## config.mk

```make
export PLATFORM = sky130hd
export DESIGN_NAME = rect_engine
export DESIGN_NICKNAME = d
export VERILOG_FILES = /design/src/rtl/rect_engine_pkg.sv /design/src/rtl/rect_engine_regs.sv /design/src/rtl/rect_engine_walk.sv /design/src/rtl/rect_engine.sv
export SDC_FILE = /design/constraint.sdc
export NUM_CORES = 1
export LEC_CHECK = 0
export BUFFER_PORTS_ARGS = -buffer_cell sky130_fd_sc_hd__buf_2
export CAP_MARGIN = 10
export CORE_MARGIN = 2
export CORE_UTILIZATION = 35
export CTS_CLUSTER_SIZE = 24
export DETAILED_ROUTE_END_ITERATION = 8
export PLACE_DENSITY = 0.47
export SLEW_MARGIN = 25
export SYNTH_ARGS = -nofsm -noshare
export SYNTH_HDL_FRONTEND = slang
export SYNTH_SLANG_ARGS = --single-unit
```

## constraint.sdc

```tcl
create_clock -name clk -period 11.23 [get_ports clk]
set_input_delay 1.123 -clock clk [delete_from_list [all_inputs] [get_ports clk]]
set_output_delay 1.123 -clock clk [all_outputs]
set_load 0.01 [all_outputs]
```

## src/rtl/rect_engine_pkg.sv

```systemverilog
package rect_engine_pkg;
  typedef enum logic [3:0] {
    RA_STATUS  = 4'd0,
    RA_DRAW    = 4'd1,
    RA_BLIT    = 4'd2,
    RA_RECT    = 4'd3,
    RA_SRC_A   = 4'd4,
    RA_SRC_B   = 4'd5,
    RA_DST_A   = 4'd6,
    RA_DST_B   = 4'd7,
    RA_FG      = 4'd8,
    RA_PMASK   = 4'd9,
    RA_CLIP_LO = 4'd10,
    RA_CLIP_HI = 4'd11
  } reg_addr_e;

  localparam int BUSY_BIT  = 28;
  localparam int REF_HI    = 31;
  localparam int REF_LO    = 29;
  localparam int YPOS      = 16;

  typedef enum logic [1:0] {
    ST_IDLE = 2'd0,
    ST_PIX  = 2'd1,
    ST_CWR  = 2'd2
  } eng_state_e;
endpackage

```

## src/rtl/rect_engine_regs.sv

```systemverilog
module rect_engine_regs
  import rect_engine_pkg::*;
#(
  parameter int XW = 11,
  parameter int YW = 11,
  parameter int PW = 8,
  parameter int DW = 32
) (
  input  logic          clk,
  input  logic          rst_n,
  input  logic          wr_en,
  input  logic          rd_en,
  input  logic [3:0]    addr,
  input  logic [DW-1:0] wdata,
  input  logic          busy,
  output logic [DW-1:0] rdata,
  output logic          fill_go,
  output logic          copy_go,
  output logic [XW-1:0] fill_xs,
  output logic [YW-1:0] fill_ys,
  output logic [XW-1:0] fill_xe,
  output logic [YW-1:0] fill_ye,
  output logic [XW-1:0] src_ax,
  output logic [YW-1:0] src_ay,
  output logic [XW-1:0] src_bx,
  output logic [YW-1:0] src_by,
  output logic [XW-1:0] dst_ax,
  output logic [YW-1:0] dst_ay,
  output logic [XW-1:0] clip_lx,
  output logic [YW-1:0] clip_ly,
  output logic [XW-1:0] clip_hx,
  output logic [YW-1:0] clip_hy,
  output logic [PW-1:0] fg,
  output logic [PW-1:0] pm
);
  logic [1:0]    vtx_q, vtx_d;
  logic          ref_q, ref_d;
  logic [DW-1:0] rdata_q, rdata_d;
  logic          rect_wr, fill_trig, blit_rd;
  logic [XW-1:0] wx;
  logic [YW-1:0] wy;
  logic          unused_wdata;

  assign wx           = wdata[XW-1:0];
  assign wy           = wdata[YPOS +: YW];
  assign unused_wdata = ^wdata;

  assign rect_wr   = wr_en && (addr == RA_RECT);
  assign fill_trig = rect_wr && (vtx_q == 2'd3);
  assign blit_rd   = rd_en && (addr == RA_BLIT);
  assign fill_go   = fill_trig && !busy;
  assign copy_go   = blit_rd && !busy;
  assign fill_xe   = wdata[XW-1:0];
  assign rdata     = rdata_q;

  always_comb begin
    vtx_d   = vtx_q;
    ref_d   = ref_q;
    rdata_d = rdata_q;
    if (rect_wr) vtx_d = vtx_q + 2'd1;
    if (fill_trig) ref_d = busy;
    if (rd_en) begin
      rdata_d = '0;
      case (addr)
        RA_STATUS: rdata_d[BUSY_BIT] = busy;
        RA_DRAW: begin
          rdata_d[BUSY_BIT] = busy;
          rdata_d[REF_HI]   = ref_q;
          rdata_d[REF_LO]   = ref_q;
        end
        RA_BLIT: begin
          rdata_d[BUSY_BIT] = busy;
          rdata_d[REF_HI]   = busy;
          rdata_d[REF_LO]   = busy;
        end
        default: rdata_d = '0;
      endcase
    end
  end

  always_ff @(posedge clk or negedge rst_n) begin
    if (!rst_n) begin
      vtx_q   <= '0;
      ref_q   <= 1'b0;
      rdata_q <= '0;
    end else begin
      vtx_q   <= vtx_d;
      ref_q   <= ref_d;
      rdata_q <= rdata_d;
    end
  end

  always_ff @(posedge clk or negedge rst_n) begin
    if (!rst_n) begin
      fill_ys <= '0; fill_xs <= '0; fill_ye <= '0;
      src_ax  <= '0; src_ay  <= '0; src_bx  <= '0; src_by <= '0;
      dst_ax  <= '0; dst_ay  <= '0;
      clip_lx <= '0; clip_ly <= '0; clip_hx <= '1; clip_hy <= '1;
      fg      <= '0; pm      <= '1;
    end else if (wr_en) begin
      if (rect_wr && vtx_q == 2'd0) fill_ys <= wdata[YW-1:0];
      if (rect_wr && vtx_q == 2'd1) fill_xs <= wx;
      if (rect_wr && vtx_q == 2'd2) fill_ye <= wdata[YW-1:0];
      if (addr == RA_SRC_A)   begin src_ax  <= wx; src_ay  <= wy; end
      if (addr == RA_SRC_B)   begin src_bx  <= wx; src_by  <= wy; end
      if (addr == RA_DST_A)   begin dst_ax  <= wx; dst_ay  <= wy; end
      if (addr == RA_CLIP_LO) begin clip_lx <= wx; clip_ly <= wy; end
      if (addr == RA_CLIP_HI) begin clip_hx <= wx; clip_hy <= wy; end
      if (addr == RA_FG)    fg <= wdata[PW-1:0];
      if (addr == RA_PMASK) pm <= wdata[PW-1:0];
    end
  end

  // a blit read while busy answers with both refusal bits
  a_r8_blit_refused: assert property (@(posedge clk) disable iff (!rst_n)
    (rd_en && addr == RA_BLIT && busy) |=> (rdata[REF_HI] && rdata[REF_LO]));

  // a blit read while idle is accepted with a zero word
  a_r4_blit_accepted: assert property (@(posedge clk) disable iff (!rst_n)
    (rd_en && addr == RA_BLIT && !busy) |=> (rdata == '0));
endmodule

```

## src/rtl/rect_engine_walk.sv

```systemverilog
module rect_engine_walk #(
  parameter int XW = 11,
  parameter int YW = 11
) (
  input  logic          clk,
  input  logic          rst_n,
  input  logic          load,
  input  logic          fwd_in,
  input  logic [XW-1:0] wm1_in,
  input  logic [YW-1:0] hm1_in,
  input  logic          step,
  output logic [XW-1:0] ox,
  output logic [YW-1:0] oy,
  output logic          last
);
  logic          fwd_q, fwd_d;
  logic [XW-1:0] wm1_q, wm1_d, ox_q, ox_d;
  logic [YW-1:0] hm1_q, hm1_d, oy_q, oy_d;

  assign ox   = ox_q;
  assign oy   = oy_q;
  assign last = fwd_q ? (ox_q == wm1_q && oy_q == hm1_q)
                      : (ox_q == '0 && oy_q == '0);

  always_comb begin
    fwd_d = fwd_q;
    wm1_d = wm1_q;
    hm1_d = hm1_q;
    ox_d  = ox_q;
    oy_d  = oy_q;
    if (load) begin
      fwd_d = fwd_in;
      wm1_d = wm1_in;
      hm1_d = hm1_in;
      ox_d  = fwd_in ? '0 : wm1_in;
      oy_d  = fwd_in ? '0 : hm1_in;
    end else if (step && !last) begin
      if (fwd_q) begin
        if (ox_q == wm1_q) begin
          ox_d = '0;
          oy_d = oy_q + 1'b1;
        end else begin
          ox_d = ox_q + 1'b1;
        end
      end else begin
        if (ox_q == '0) begin
          ox_d = wm1_q;
          oy_d = oy_q - 1'b1;
        end else begin
          ox_d = ox_q - 1'b1;
        end
      end
    end
  end

  always_ff @(posedge clk or negedge rst_n) begin
    if (!rst_n) begin
      fwd_q <= 1'b1;
      wm1_q <= '0;
      hm1_q <= '0;
      ox_q  <= '0;
      oy_q  <= '0;
    end else begin
      fwd_q <= fwd_d;
      wm1_q <= wm1_d;
      hm1_q <= hm1_d;
      ox_q  <= ox_d;
      oy_q  <= oy_d;
    end
  end

  // the walk never leaves the box in either direction
  a_r5_walk_in_box: assert property (@(posedge clk) disable iff (!rst_n)
    (ox_q <= wm1_q) && (oy_q <= hm1_q));
endmodule

```

## src/rtl/rect_engine.sv

```systemverilog
module rect_engine
  import rect_engine_pkg::*;
#(
  parameter int XW = 11,
  parameter int YW = 11,
  parameter int PW = 8,
  localparam int AW = XW + YW
) (
  input  logic          clk,
  input  logic          rst_n,
  input  logic          reg_wr,
  input  logic          reg_rd,
  input  logic [3:0]    reg_addr,
  input  logic [31:0]   reg_wdata,
  output logic [31:0]   reg_rdata,
  output logic          mem_we,
  output logic          mem_re,
  output logic [AW-1:0] mem_addr,
  output logic [PW-1:0] mem_wdata,
  output logic [PW-1:0] mem_wmask,
  input  logic [PW-1:0] mem_rdata
);
  logic rst_s0, rst_s1, rst_core_n;

  always_ff @(posedge clk or negedge rst_n) begin
    if (!rst_n) begin
      rst_s0 <= 1'b0;
      rst_s1 <= 1'b0;
    end else begin
      rst_s0 <= 1'b1;
      rst_s1 <= rst_s0;
    end
  end
  assign rst_core_n = rst_s1;

  logic          busy, fill_go, copy_go;
  logic [XW-1:0] f_xs, f_xe, s_ax, s_bx, d_ax, c_lx, c_hx;
  logic [YW-1:0] f_ys, f_ye, s_ay, s_by, d_ay, c_ly, c_hy;
  logic [PW-1:0] fg, pm;

  rect_engine_regs #(.XW(XW), .YW(YW), .PW(PW), .DW(32)) regs_i (
    .clk(clk), .rst_n(rst_core_n), .wr_en(reg_wr), .rd_en(reg_rd),
    .addr(reg_addr), .wdata(reg_wdata), .busy(busy), .rdata(reg_rdata),
    .fill_go(fill_go), .copy_go(copy_go),
    .fill_xs(f_xs), .fill_ys(f_ys), .fill_xe(f_xe), .fill_ye(f_ye),
    .src_ax(s_ax), .src_ay(s_ay), .src_bx(s_bx), .src_by(s_by),
    .dst_ax(d_ax), .dst_ay(d_ay),
    .clip_lx(c_lx), .clip_ly(c_ly), .clip_hx(c_hx), .clip_hy(c_hy),
    .fg(fg), .pm(pm)
  );

  logic go_fill, go_copy, launch, fwd_sel;
  logic [XW-1:0] wm1_sel;
  logic [YW-1:0] hm1_sel;

  assign go_fill = fill_go && (f_xe > f_xs) && (f_ye > f_ys);
  assign go_copy = copy_go && (s_bx >= s_ax) && (s_by >= s_ay);
  assign launch  = go_fill || go_copy;
  assign fwd_sel = go_fill || (d_ay < s_ay) || ((d_ay == s_ay) && (d_ax <= s_ax));
  assign wm1_sel = go_fill ? (f_xe - f_xs - 1'b1) : (s_bx - s_ax);
  assign hm1_sel = go_fill ? (f_ye - f_ys - 1'b1) : (s_by - s_ay);

  eng_state_e    state_q, state_d;
  logic          op_copy_q;
  logic [XW-1:0] sbx_q, dbx_q, clx_q, chx_q, ox;
  logic [YW-1:0] sby_q, dby_q, cly_q, chy_q, oy;
  logic [PW-1:0] fg_q, pm_q;
  logic          step, last;

  rect_engine_walk #(.XW(XW), .YW(YW)) walk_i (
    .clk(clk), .rst_n(rst_core_n), .load(launch), .fwd_in(fwd_sel),
    .wm1_in(wm1_sel), .hm1_in(hm1_sel), .step(step),
    .ox(ox), .oy(oy), .last(last)
  );

  always_ff @(posedge clk or negedge rst_n) begin
    if (!rst_n) begin
      op_copy_q <= 1'b0;
      sbx_q <= '0; sby_q <= '0; dbx_q <= '0; dby_q <= '0;
      clx_q <= '0; cly_q <= '0; chx_q <= '0; chy_q <= '0;
      fg_q  <= '0; pm_q  <= '0;
    end else if (launch) begin
      op_copy_q <= go_copy;
      sbx_q <= s_ax;
      sby_q <= s_ay;
      dbx_q <= go_copy ? d_ax : f_xs;
      dby_q <= go_copy ? d_ay : f_ys;
      clx_q <= c_lx; cly_q <= c_ly; chx_q <= c_hx; chy_q <= c_hy;
      fg_q  <= fg;   pm_q  <= pm;
    end
  end

  logic [XW-1:0] px_dx, px_sx;
  logic [YW-1:0] px_dy, px_sy;
  logic          in_clip;

  assign px_dx   = dbx_q + ox;
  assign px_dy   = dby_q + oy;
  assign px_sx   = sbx_q + ox;
  assign px_sy   = sby_q + oy;
  assign in_clip = (px_dx >= clx_q) && (px_dx <= chx_q) &&
                   (px_dy >= cly_q) && (px_dy <= chy_q);
  assign busy    = (state_q != ST_IDLE);

  always_comb begin
    state_d   = state_q;
    step      = 1'b0;
    mem_we    = 1'b0;
    mem_re    = 1'b0;
    mem_addr  = {px_dy, px_dx};
    mem_wdata = fg_q;
    mem_wmask = pm_q;
    case (state_q)
      ST_IDLE: if (launch) state_d = ST_PIX;
      ST_PIX: begin
        if (op_copy_q && in_clip) begin
          mem_re   = 1'b1;
          mem_addr = {px_sy, px_sx};
          state_d  = ST_CWR;
        end else begin
          mem_we = in_clip;
          step   = 1'b1;
          if (last) state_d = ST_IDLE;
        end
      end
      ST_CWR: begin
        mem_we    = 1'b1;
        mem_wdata = mem_rdata;
        mem_wmask = '1;
        step      = 1'b1;
        state_d   = last ? ST_IDLE : ST_PIX;
      end
      default: state_d = ST_IDLE;
    endcase
  end

  always_ff @(posedge clk or negedge rst_n) begin
    if (!rst_n) state_q <= ST_IDLE;
    else        state_q <= state_d;
  end

  // every source read is followed by a write in the next cycle
  a_r10_read_then_write: assert property (@(posedge clk) disable iff (!rst_core_n)
    mem_re |=> mem_we);

  // no write lands outside the captured clip window
  a_r6_write_in_clip: assert property (@(posedge clk) disable iff (!rst_core_n)
    mem_we |-> (mem_addr[XW-1:0] >= clx_q && mem_addr[XW-1:0] <= chx_q &&
                mem_addr[AW-1:XW] >= cly_q && mem_addr[AW-1:XW] <= chy_q));

  // an accepted but empty fill leaves the engine idle
  a_r3_empty_stays_idle: assert property (@(posedge clk) disable iff (!rst_core_n)
    (fill_go && !(f_xe > f_xs && f_ye > f_ys)) |=> !busy);

  // a refused blit leaves the captured operation untouched
  a_r8_refusal_keeps_op: assert property (@(posedge clk) disable iff (!rst_core_n)
    (busy && reg_rd && reg_addr == RA_BLIT) |=>
      ($stable(op_copy_q) && $stable(dbx_q) && $stable(dby_q) && $stable(sbx_q)));
endmodule

```

* Word level (Yosys, flattened, before mapping)
Cells that the tools add are included.
** Word-level totals
- Logic and storage cells :: 163
- Bits of input ports :: 48
- Output and inout bits :: 72
- Bits in registers :: 318
** Cells by class
- Equality and inequality tests :: 21
- Reductions and logical operators :: 46
- $lt $le $gt $ge :: 10
- Muxes and demuxes :: 34
- $add $sub $neg :: 15
** Operator list (count)
- 11-bit 2-to-1 mux :: 16
- 11-bit adder :: 4
- 11-bit greater-or-equal comparator :: 4
- 22-bit 2-to-1 mux :: 2
- 11-bit by 1-bit subtractor with 11-bit output, second input constant :: 4
- 11-bit subtractor :: 4
- 11-bit equality test :: 3
- 11-bit less-or-equal comparator :: 3
- 11-bit by 1-bit adder with 11-bit output, second input constant :: 2
- 11-bit greater-than comparator :: 2
- 11-bit logical NOT :: 2
- 2-bit AND reduction :: 11
- 1-bit logical AND :: 20
- 4-bit equality test, second input constant :: 4
- 8-bit 2-to-1 mux :: 2
- 4-bit by 3-bit equality test with 1-bit output, second input constant :: 3
- 11-bit less-than comparator :: 1
- 4-bit by 2-bit equality test with 1-bit output, second input constant :: 2
- 1-bit 2-to-1 mux :: 7
- 2-bit equality test, second input constant :: 3
- 2-bit 2-to-1 mux :: 3
- 3-bit != test, second input constant :: 2
- 1-bit case mux with 2 select lines :: 3
- 2-bit case mux with 3 select lines :: 1
- other kinds (12) :: 18

* Depth between registers and ports, before layout
- Depth in word-level cells :: 11
- Depth in mapped cells :: 20
- Depth with buffers taken out :: 18

* By module
From an unflattened synthesis, not the netlist that was laid out.
** Second synthesis, totals
- Cells, all modules :: 1937
- Area total of the unflattened synthesis :: 20094.3 µm²
** By module, submodules not included
- rect_engine :: instances 1, area an instance 10217.3 µm², cells each 1169
- rect_engine_regs :: instances 1, area an instance 6663.9 µm², cells each 430
- rect_engine_walk :: instances 1, area an instance 3213.1 µm², cells each 338

* Worst setup path after synthesis
No wires, ideal clock.
- Path type :: register -> output
- From :: reg walk_i.ox_q[1], in the netlist walk_i.ox[1]
- To :: out mem_addr[13]
- Data arrival time :: 4165 ps
- Required time :: 10107 ps
- Path slack :: 5942 ps
- Cell stages (with the launch flop) :: 18
- Cell sequence :: dfrtp_1 -> ha_1 -> a21o_1 -> a21oi_2 -> nand2b_1 -> a21boi_1 -> o41ai_1 -> or4b_1 -> o211ai_1 -> ha_1 -> nand4_1 -> o41ai_2 -> o211ai_2 -> nor3_1 -> and3_1 -> buf_2 -> buf_4 -> mux2_2
** Between the ends
- Cells in the longest elaborated chain, start to end :: 8
** Ends and longest elaborated chain
- start, declared :: line rect_engine_walk.sv:17 : logic [XW-1:0] wm1_q, wm1_d, ox_q, ox_d;
- start signal, assigned :: line rect_engine_walk.sv:61 : ox_q <= '0;
- start signal, assigned :: line rect_engine_walk.sv:67 : ox_q <= ox_d;
- 11-bit adder * :: line rect_engine.sv:97 : assign px_dx = dbx_q + ox;
- 11-bit greater-or-equal comparator / 11-bit less-or-equal comparator (equally long branches) :: line rect_engine.sv:101 : assign in_clip = (px_dx >= clx_q) && (px_dx <= chx_q) &&
- 1-bit logical AND * (2 in series) :: line rect_engine.sv:101
- 1-bit logical AND * :: line rect_engine.sv:102 : (px_dy >= cly_q) && (px_dy <= chy_q);
- 1-bit logical AND * :: line rect_engine.sv:116 : if (op_copy_q && in_clip) begin
- 22-bit 2-to-1 mux * :: line rect_engine.sv:116
- 22-bit 2-to-1 mux * :: line rect_engine.sv:113 : case (state_q)
- end, declared :: line rect_engine.sv:18 : output logic [AW-1:0] mem_addr,
Mark *: on every way between the ends. The rest lies on a longest branch, timed or not.

* Worst setup path after layout
- From :: reg walk_i.ox_q[2], in the netlist walk_i.ox[2]
- To :: out mem_addr[2]
** Between the ends
- Cells in the longest elaborated chain, start to end :: 8
** Ends and longest elaborated chain (line)
- 11-bit adder :: rect_engine.sv:97
- 11-bit greater-or-equal comparator / 11-bit less-or-equal comparator (equally long branches) :: rect_engine.sv:101
- 1-bit logical AND (2 in series) :: rect_engine.sv:101
- 1-bit logical AND :: rect_engine.sv:102
- 1-bit logical AND :: rect_engine.sv:116
- 22-bit 2-to-1 mux :: rect_engine.sv:116
- 22-bit 2-to-1 mux * :: rect_engine.sv:113
Marks and branches as above.

==> impl_metrics.tcl <==
set metrics [dict create \
    cts_buffer_depth 3 \
    die_y_um 243 \
    path_class "reg2out" \
    endpoint "mem_addr[2]" \
    cts_resized 0 \
    cts_root_buf "clkbuf_16" \
    worst_clock_skew_ps 31.3 \
    dp_hpwl_um 42600 \
    synthFlopType "dfrtp_1" \
    cp-startpoint "walk_i.ox[2]$_DFFE_PN0P_" \
    yosysSeqAreaShare_pct 40.2 \
    critPathCaptureType "output port" \
    io_pins 120 \
    grt_start_max_net_pins 169 \
    outcome "finished clean" \
    r2r_slack_ps 5760 \
    grt_pass1_vias 14400 \
    r2r-end "walk_i.ox[4]$_DFFE_PN0P_" \
    ys_ff_latch 318 \
    ys_warn_count 0 \
    gp_congestion 0.858 \
    die_w_um 243 \
    rsz0062_at_grt "no" \
    hp-class "reg2async" \
    grt_antenna_before_repair 0 \
    slew_violations 0 \
    area_delta_synth_final_pct 11.6 \
    fin_crit_sh_pct 65.2 \
    netlist_instances 2030 \
    clk_latency_ps 570 \
    die_area_um2 58800 \
    antenna_left 0 \
    drt_iter0_markers 876 \
    rows 87 \
    leakagePower_uw 0.0104 \
    finish.instance_area_um2 22200 \
    wl_per_cell_um 20.4 \
    drcViolationCount 0 \
    tightest_slew_ps 1050 \
    htreeDepth 2 \
    drive_gt1_share_pct 19.5 \
    via_per_inst 5.14 \
    maxSlewHeadroom_pct 29.6 \
    hold_violations 0 \
    wirelength_um 58500 \
    maxCapViolations 0 \
    syn_area_um2 19900 \
    num_vias 14800 \
    cts_setup_buffers 0 \
    synth_edf_count 0 \
    cts_tree "yes" \
    ff2ff_path_depth 16 \
    core_um2 56300 \
    critPathLaunchType "flop" \
    critPathArrivalTime_ps 6190 \
    grt_use_total_pct 20.0 \
    nets 2313 \
    port_buffers 80 \
    synthArstFlopShare_pct 100 \
    clock_sinks 318 \
    fmax_mhz 137 \
    setup_viol 0 \
    avgSynthCellArea_um2 9.81 \
    synth.distinct_cells 90 \
    pwr_density_cell_nw_per_um2 269 \
    initial_core_util_pct 35.4 \
    clk_pin_slew_ps 60 \
    cts_buffers 39 \
    reg2reg_from "walk_i.oy[1]$_DFFE_PN0P_" \
    grt-ovfl-total 0 \
    fin_setup_tns_ps 0 \
    ir_worst_vdd_mv 0.107 \
    cp.required_ps 10110 \
    critPathMaxFanout 12 \
    dr.pass1.iters 4 \
    grt_pass1_wl_um 90200 \
    dpl_cell_area_um2 20900 \
    cts_hold_buf 0 \
    period_needed_ps 7320 \
]
==> where the power goes <==
group          switching (uW)  internal (uW)
combinational            1660           1240
clock                     518            762
sequential                325           1480
==> per-stage QoR <==
step | util [%] | power [uW] | setup WS, ps | instances | hold slack (ps)
after floorplan | - | 3790 | 4970 | 2058 | 331
after global placement | 37.1 | 4670 | 4570 | 2799 | 333
after detailed placement | 37.1 | 4710 | 4500 | 2799 | 342
after CTS | 39.4 | 6040 | 3850 | 2869 | 344
after global routing | 39.5 | 6460 | 3490 | 2870 | 357
final | 39.5 | 5990 | 3910 | 2871 | 342
==> layer usage <==
layer  global-route usage [%]  vias to the layer above  part of all wire [%]
met5                        0                        -                     0
met4                     5.21                        0                   2.0
met3                     2.55                       55                   3.4
met2                     29.9                      240                    43
met1                     30.2                     7293                    51
li1                         -                     7176                     -
==> worst max-delay path: stages, from the launching register on <==
cell and delay (ps):
dfrtp_1 670, ha_1 370, a21oi_2 160, nand2b_1 130, a21boi_1 90, o41ai_1 590, or4b_1 490, o211ai_1 230
ha_1 210, and4_1 270, nand3b_1 190, a22oi_2 210, o211ai_2 210, nor3_1 330, and3_1 580, buf_4 330
mux2_2 390, buf_2 150
==> cell usage after synthesis, types with 9 or more instances <==
library cell / n / area (um^2)
dfrtp_1: 287 / 7180
nand2_1: 221 / 830
mux2_2: 176 / 1980
ha_1: 171 / 2140
o21ai_0: 156 / 781
inv_1: 143 / 537
nor2_1: 111 / 417
a21oi_1: 108 / 541
xnor2_1: 62 / 543
mux2i_1: 40 / 400
buf_4: 37 / 278
xor2_1: 37 / 324
nor3_1: 36 / 180
dfstp_2: 31 / 815
buf_2: 30 / 150
clkbuf_1: 28 / 105
nand3_1: 24 / 120
a21o_1: 23 / 173
a211oi_1: 21 / 158
nor2b_1: 19 / 119
nand4_1: 18 / 113
nand2b_1: 17 / 106
or2_2: 15 / 93.8
and3_1: 13 / 81.3
nor4_1: 11 / 68.8
a31oi_1: 10 / 62.6
buf_1: 10 / 37.5
nand3b_1: 10 / 75.1
o22ai_1: 10 / 62.6
fa_1: 9 / 180
o21a_1: 9 / 67.6
or3_1: 9 / 56.3
==> logic make-up after synthesis <==
kind of cell / count (synthesis) / share of synthesized area (%)
other cells: 2 / 0.0377
simple gates: 534 / 12.7
buf+inv: 254 / 5.82
fa+ha+maj: 180 / 11.6
compound gates: 427 / 13.4
flops: 318 / 40.2
xor+xnor: 99 / 4.35
mux: 216 / 12.0
==> how the worst min path moves through the flow <==
stage | end | start | slack, ps | cells past startpoint
floorplan | rst_core_n$_DFF_PN0_ | rst_s0$_DFF_PN0_ | 330 | 0
detailed placement | rst_core_n$_DFF_PN0_ | rst_s0$_DFF_PN0_ | 340 | 0
global route | fg_q[5]$_DFFE_PN0N_ | rst_n | 360 | 1
finish | regs_i.clip_ly[0]$_DFFE_PN0P_ | rst_core_n$_DFF_PN0_ | 340 | 0
CTS | fg_q[3]$_DFFE_PN0N_ | rst_n | 340 | 1
global placement | rst_core_n$_DFF_PN0_ | rst_s0$_DFF_PN0_ | 330 | 0
==> layout make-up <==
class | count | area, um^2
fillers | 5608 | 34100
clock inverters | 16 | 166
multi-input cells | 1486 | 10900
clock buffers | 54 | 1110
repair buffers | 95 | 548
diodes | 1 | 2.50
flip-flops and latches | 318 | 8000
inverters | 145 | 544
well taps | 756 | 946
==> cells in the final DEF, fill, tap and decap left out, types with 7 or more instances in the layout <==
cell type,instances
buf_4,14
or3_1,9
o41ai_1,8
o211ai_1,8
mux2_2,176
o21a_1,9
ha_1,170
buf_2,79
or2_2,15
a21oi_1,108
clkbuf_1,7
nand3b_1,10
nand2b_1,17
nor3_1,36
nand4_1,18
nand2_1,220
nor2_1,107
nand3_1,24
o21ai_0,156
clkbuf_16,39
conb_1,30
o22ai_1,10
dfrtp_1,286
xnor2_1,62
a211oi_1,21
clkinv_2,10
xor2_1,37
clkbuf_8,8
and3_1,13
fa_1,9
nor4_1,11
a31oi_1,10
nor2b_1,19
inv_1,143
dfstp_2,31
a21o_1,23
mux2i_1,40
(Power assumes the default switching activity.)
